File: src/rtl/gpio_irq_pkg.sv
package gpio_irq_pkg;
    localparam int ADDR_W = 4;
    localparam int DATA_W = 32;
    localparam int FLD_W  = 4;
    localparam int PINS_PER_WORD = DATA_W / FLD_W;

    localparam logic [ADDR_W-1:0] A_ARM    = 4'h0;
    localparam logic [ADDR_W-1:0] A_EN_SET = 4'h1;
    localparam logic [ADDR_W-1:0] A_EN_CLR = 4'h2;
    localparam logic [ADDR_W-1:0] A_RAW    = 4'h3;
    localparam logic [ADDR_W-1:0] A_MASKED = 4'h4;
    localparam logic [ADDR_W-1:0] A_ACK    = 4'h5;
    localparam logic [ADDR_W-1:0] A_FLD0   = 4'h8;

    // detection field bit meanings
    localparam int FB_POS  = 0;   // high level / rising edge
    localparam int FB_NEG  = 1;   // low level / falling edge
    localparam int FB_EDGE = 2;   // 1 = edge, 0 = level
endpackage

File: src/rtl/gpio_irq_sync.sv
module gpio_irq_sync #(
    parameter int NPIN = 32
) (
    input  logic            clk,
    input  logic            rst_n,
    input  logic [NPIN-1:0] async_in,
    output logic [NPIN-1:0] sync_out
);
    typedef struct packed {
        logic [NPIN-1:0] s1;
        logic [NPIN-1:0] s2;
    } sync_t;

    sync_t st_d, st_q;

    always_comb begin
        st_d.s1 = async_in;
        st_d.s2 = st_q.s1;
    end

    always_ff @(posedge clk or negedge rst_n) begin
        if (!rst_n) st_q <= '0;
        else        st_q <= st_d;
    end

    assign sync_out = st_q.s2;
endmodule

File: src/rtl/gpio_irq_detect.sv
module gpio_irq_detect
    import gpio_irq_pkg::*;
#(
    parameter int NPIN = 32
) (
    input  logic                  clk,
    input  logic                  rst_n,
    input  logic [NPIN-1:0]       smp,
    input  logic [NPIN*FLD_W-1:0] fld,
    input  logic [NPIN-1:0]       arm,
    input  logic [NPIN-1:0]       ack,
    input  logic [NPIN-1:0]       chg,
    output logic [NPIN-1:0]       raw
);
    typedef struct packed {
        logic [NPIN-1:0] prev;
        logic [NPIN-1:0] latch;
    } det_t;

    det_t            st_d, st_q;
    logic [NPIN-1:0] hit;

    always_comb begin
        st_d      = st_q;
        st_d.prev = smp;
        hit       = '0;
        raw       = '0;
        for (int i = 0; i < NPIN; i++) begin
            logic [FLD_W-1:0] f;
            logic             rise, fall, lvl;
            f    = fld[i*FLD_W +: FLD_W];
            rise = smp[i] & ~st_q.prev[i];
            fall = ~smp[i] & st_q.prev[i];
            lvl  = (f[FB_POS] & smp[i]) | (f[FB_NEG] & ~smp[i]);
            hit[i] = arm[i] & f[FB_EDGE] & ((f[FB_POS] & rise) | (f[FB_NEG] & fall));
            if (chg[i])      st_d.latch[i] = 1'b0;
            else if (hit[i]) st_d.latch[i] = 1'b1;
            else if (ack[i]) st_d.latch[i] = 1'b0;
            raw[i] = arm[i] & (f[FB_EDGE] ? st_q.latch[i] : lvl);
        end
    end

    always_ff @(posedge clk or negedge rst_n) begin
        if (!rst_n) st_q <= '0;
        else        st_q <= st_d;
    end

    assert_ack_clears_R8: assert property (@(posedge clk) disable iff (!rst_n)
        1'b1 |=> ((st_q.latch & $past(ack & ~hit)) == '0));
    assert_event_beats_ack_R8: assert property (@(posedge clk) disable iff (!rst_n)
        1'b1 |=> ((st_q.latch & $past(hit & ~chg)) == $past(hit & ~chg)));
    assert_field_change_clears_R9: assert property (@(posedge clk) disable iff (!rst_n)
        1'b1 |=> ((st_q.latch & $past(chg)) == '0));
endmodule

File: src/rtl/gpio_irq_bank.sv
module gpio_irq_bank
    import gpio_irq_pkg::*;
#(
    parameter int NPIN = 32
) (
    input  logic              clk,
    input  logic              rst_n,
    input  logic [NPIN-1:0]   pin_in,
    input  logic [ADDR_W-1:0] reg_addr,
    input  logic              reg_wr,
    input  logic [DATA_W-1:0] reg_wdata,
    output logic [DATA_W-1:0] reg_rdata,
    output logic              irq
);
    localparam int NGRP = NPIN / PINS_PER_WORD;

    initial begin
        assert (NPIN % PINS_PER_WORD == 0 && NPIN <= DATA_W && NGRP <= 8)
            else $error("NPIN must be a multiple of 8 and at most 32");
    end

    typedef struct packed {
        logic [NPIN-1:0]       en;
        logic [NPIN-1:0]       arm;
        logic [NPIN*FLD_W-1:0] fld;
    } cfg_t;

    cfg_t            st_d, st_q;
    logic [NPIN-1:0] ack, chg, smp, raw, masked;
    logic [NPIN-1:0] wbits;

    assign wbits = reg_wdata[NPIN-1:0];

    gpio_irq_sync #(.NPIN(NPIN)) u_sync (
        .clk      (clk),
        .rst_n    (rst_n),
        .async_in (pin_in),
        .sync_out (smp)
    );

    gpio_irq_detect #(.NPIN(NPIN)) u_det (
        .clk   (clk),
        .rst_n (rst_n),
        .smp   (smp),
        .fld   (st_q.fld),
        .arm   (st_q.arm),
        .ack   (ack),
        .chg   (chg),
        .raw   (raw)
    );

    always_comb begin
        st_d = st_q;
        ack  = '0;
        chg  = '0;
        if (reg_wr) begin
            unique case (reg_addr)
                A_ARM:    st_d.arm = wbits;
                A_EN_SET: st_d.en  = st_q.en | wbits;
                A_EN_CLR: st_d.en  = st_q.en & ~wbits;
                A_ACK:    ack      = wbits;
                default: begin
                    for (int g = 0; g < NGRP; g++) begin
                        if (reg_addr == ADDR_W'(int'(A_FLD0) + g)) begin
                            st_d.fld[g*DATA_W +: DATA_W] = reg_wdata;
                            for (int j = 0; j < PINS_PER_WORD; j++) begin
                                chg[g*PINS_PER_WORD + j] =
                                    reg_wdata[j*FLD_W +: FLD_W] !=
                                    st_q.fld[(g*PINS_PER_WORD + j)*FLD_W +: FLD_W];
                            end
                        end
                    end
                end
            endcase
        end
    end

    always_ff @(posedge clk or negedge rst_n) begin
        if (!rst_n) st_q <= '0;
        else        st_q <= st_d;
    end

    assign masked = raw & st_q.en;
    assign irq    = |masked;

    always_comb begin
        reg_rdata = '0;
        unique case (reg_addr)
            A_ARM:    reg_rdata[NPIN-1:0] = st_q.arm;
            A_EN_CLR: reg_rdata[NPIN-1:0] = st_q.en;
            A_RAW:    reg_rdata[NPIN-1:0] = raw;
            A_MASKED: reg_rdata[NPIN-1:0] = masked;
            default: begin
                for (int g = 0; g < NGRP; g++) begin
                    if (reg_addr == ADDR_W'(int'(A_FLD0) + g))
                        reg_rdata = st_q.fld[g*DATA_W +: DATA_W];
                end
            end
        endcase
    end

    assert_en_set_R3: assert property (@(posedge clk) disable iff (!rst_n)
        (reg_wr && reg_addr == A_EN_SET) |=> ((st_q.en & $past(wbits)) == $past(wbits)));
    assert_en_clr_R3: assert property (@(posedge clk) disable iff (!rst_n)
        (reg_wr && reg_addr == A_EN_CLR) |=> ((st_q.en & $past(wbits)) == '0));
    assert_unarmed_quiet_R4: assert property (@(posedge clk) disable iff (!rst_n)
        (raw & ~st_q.arm) == '0);
    assert_irq_needs_enable_R5: assert property (@(posedge clk) disable iff (!rst_n)
        irq |-> ((raw & st_q.en) != '0));
endmodule

File: config.mk
export PLATFORM = sky130hd
export DESIGN_NAME = gpio_irq_bank
export DESIGN_NICKNAME = d
export VERILOG_FILES = /design/src/rtl/gpio_irq_pkg.sv /design/src/rtl/gpio_irq_sync.sv /design/src/rtl/gpio_irq_detect.sv /design/src/rtl/gpio_irq_bank.sv
export SDC_FILE = /design/constraint.sdc
export NUM_CORES = 1
export LEC_CHECK = 0
export CORE_MARGIN = 4
export CORE_UTILIZATION = 60
export CTS_CLUSTER_DIAMETER = 40
export DETAILED_ROUTE_END_ITERATION = 10
export DONT_BUFFER_PORTS = 1
export PLACE_DENSITY = 0.76
export REMOVE_ABC_BUFFERS = 1
export SYNTH_ARGS = -nofsm -noshare
export SYNTH_HDL_FRONTEND = slang
export SYNTH_HIERARCHICAL = 1
export SYNTH_SLANG_ARGS = --single-unit
File: constraint.sdc
create_clock -name clk -period 1.8 [get_ports clk]
set_input_delay 0 -clock clk [delete_from_list [all_inputs] [get_ports clk]]
set_output_delay 0 -clock clk [all_outputs]
set_load 0.03 [all_outputs]
==> results.md <==
* # port buffers at 0
* Synth cell types at 43
* Crit Path Category: reg2out
* Simple-Gate Fraction of Synth Area at 0.187
* HP Class: in2async
* Worst-case clock buffer depth at 3
* Synth top area share at 0.470
* DR WL/cell at 25.7 um
* Most numerous cell in the Yosys netlist: dfrtp_1
* EDFF count, synth at 0
* Reg2Reg Launch Point: st_q[34]
* Vias in the first global route at 16035
* Mapped cell area at 0.0170 mm2
* DR pass1 iterations at 6
* Tcrit/Tclk final at 1.34
* M1 GR Usage at 0.464
* Max Cap Viol at 0
* Detailed Route WL at approximately 60000 um
* Skew final at roughly 0.012 ns
* Pin count of the biggest net entering global routing at 321
* Initial antenna violation count at 2
* Largest family of logic cells by synthesized area: simple AND/OR/NAND/NOR gates
* Startpoint types: register
* GR Util met2 at 0.583
* Vias after detailed routing at about 16000
* Cell taking the most area after synthesis: dfrtp_1
* DRC violations left at 0
* Worst endpoint required time at 1.80 ns
* Peak supply drop at approximately 0.93 mV
* Asr flop ratio synth at 1.00
* Failing checks: negative hold slack, negative setup slack
* Static leakage at between 0.009 and 0.01 uW
* Post-synthesis adder-cell area fraction at 0
* Final ANT Viol Nets at 0
* CORE AREA at 0.0279 mm2
* Yosys warnings at 6
* Fmax at ~410 MHz
* Layout Nets at 1983
* Synth top cells by count: dfrtp_1 (320), nand2_1 (308), xnor2_1 (128)
* Compound-Gate Fraction of Synth Area at 0.141
* Htree depth at 2
* Initial Util at 0.611
* Clk slew on worst S/H paths at 0.06 ns
* Die area at approximately 0.031 mm2
* Critical Path AT at 2.41 ns
* GR Util met3 at 0.0908
* Crit path time final at 2.41 ns
* CTS tree: built
* DRT iter0 DRCs at between 2000 and 2500
* Fin Hold WS at -0.841 ns
* Slew headroom at 0.442
* Ys flop type: dfrtp_1
* Num CTS Buffers at 45
* Measured slew at the worst slew-check pin at roughly 0.83 ns
* Share of layout cells above drive strength 1 at 0.336
* Xor/xnor share of the synthesized area at 0.0658
* Die Wd at 176 um
* Mean post-synth cell area at 10.2 um2
* Post-synthesis register bit count at 320
* Power Dens Cells at approximately 1200 mW/mm2
* Fillers at 1428
* Die Ht at 176 um
* DP Area at 0.0186 mm2
* First-pass GRT wire length at 90200 um
* Crit path from: u_sync/sync_out[29]
* Slew Limit Fails at 0
* Top post-synthesis cells by area: dfrtp_1 (47%), nand2_1 (6.8%), xnor2_1 (6.6%)
* Overflow after GRT at 0
* Tot GR Track Use at 0.368
* Number of placed I/O pins at 104
* Cell Rows at 61
* # setup viols final at 33
* Gr busiest metal: met2
* Final hold violations at 320
* Max Fanout on Critical Path at 2
* Clock Latency Late Sink at between 0.5 and 0.6 ns
* RSZ-0062 raised after global routing: yes
* Vias per cell at about 6.7
* Proportion of synthesized area in mux cells at 0.104
* Clock sink total at 320
* Post-DP HPWL at 31800 um
* Outcome: complete, but fails checks
* Layout area overhead at 33.4%
* RD Place Congestion at 0.937
* Mapped Cells at about 1700
* Setup ws final at -0.612 ns
* Cell area after layout at 0.0227 mm2
* Hold-fix buffers, CTS at 72
* Seq/Total Area, Yosys at 0.470
* Crit end category: output port
* Clock Root Buffer: clkbuf_16
-- worst max-delay path: stages, from the launching register on --
cell	delay (ns)
dfrtp_1	0.36
mux2i_1	0.19
o21ai_1	0.09
and2_4	0.19
nand2_4	0.08
buf_6	0.11
nand4_1	0.21
nor4_4	0.40
nand2_2	0.10
buf_6	0.15
-- path summary, 6_finish.rpt --
kind,end,slack (ns),depth (start not counted)
setup / recovery,irq,-0.61,9
setup reg to reg,u_det/st_q[8],0.34,5
max in group asynchronous,u_det/st_q[31],2.02,0
hold reg to reg,u_sync/sync_out[12],0.34,0
hold / removal,st_q[8],-0.84,0
min in group clk,u_sync/st_d[17],0.01,1
-- kinds of logic (layout without fill, tap and decap cells) --
group                     after synthesis  in the layout
DFF                                   320            320
and+or+nand+nor                       607            607
buffers and inverters                 122            403
xor gates and xnor gates              128            128
muxes                                 160            160
AOI/OAI and AO/OA                     328            328
other                                   0              1
-- report_power, final --
part | switching [uW] | internal, uW | leakage (uW)
Clock | 3430 | 6370 | 0.000812
Combinational | 3710 | 3650 | 0.00513
Sequential | 1310 | 8610 | 0.00385
-- layer usage --
layer,up-vias,share of wire
met1,7705,0.36
met4,2,0.067
met2,1141,0.46
li1,6358,-
met3,384,0.11
met5,-,0.00028
-- through the flow --
stage	TNS, ns	utilization	cells	setup slack [ns]	total power, uW
6_report	-12.10	0.815	2325	-0.612	27100
5_1_grt	-13.85	0.815	2325	-0.670	28000
4_1_cts	-10.32	0.802	2310	-0.483	26300
3_5_place_dp	-2.58	0.666	2125	-0.410	15300
3_3_place_gp	-2.53	0.666	2125	-0.381	15000
2_1_floorplan	-234.78	-	1546	-1.58	13100
-- sequential cells by signal, summed over array words and instances (netlist names), named ones only --
register,count
u_sync/st_d,32
u_det/st_q,64
st_q,160
u_sync/sync_out,32
-- repair_timing --
| action | 4_1_cts | 5_1_grt |
|---|---|---|
| setup endpoints to repair | 33 | 33 |
| hold endpoints to repair | 576 | 320 |
| pin swaps | 85 | 19 |
| gates resized for setup | 278 | 44 |
| buffers inserted | 38 | 14 |
-- area by class of cell --
class,count,area [um2],area share
diodes,1,2.50,0.000110
clock buffers,57,1280,0.0565
clock inverters,24,389,0.0171
inverters,3,11.3,0.000496
multi-input cells,1223,9740,0.429
flip-flops and latches,320,8010,0.353
well taps,378,473,0.0208
repair buffers,319,2800,0.123
-- cell usage in the layout (no fill, tap or decap), types with 7 or more instances in the layout --
cell type	synthesis	routed
dfrtp_1	320	320
nand2_1	308	288
buf_4	7	201
xnor2_1	128	128
mux2_2	93	93
nand2b_1	83	83
dlygate4sd3_1	0	72
mux2i_1	60	60
clkbuf_16	0	47
buf_6	1	40
a31oi_1	60	37
and2_1	67	35
a21oi_1	35	35
nand3b_1	33	33
o21ai_0	68	33
o21ai_1	0	33
a41oi_1	32	32
and2_4	0	32
a22oi_1	39	31
a2111oi_4	0	27
and3b_1	27	27
and3b_2	27	27
o211ai_2	27	27
a21oi_2	27	27
a31oi_4	0	17
nand2_4	0	13
nor2_4	0	12
and3_4	0	10
bufinv_16	0	9
a22oi_2	0	8
clkbuf_8	0	7
Power figures use the tool's default switching activity.
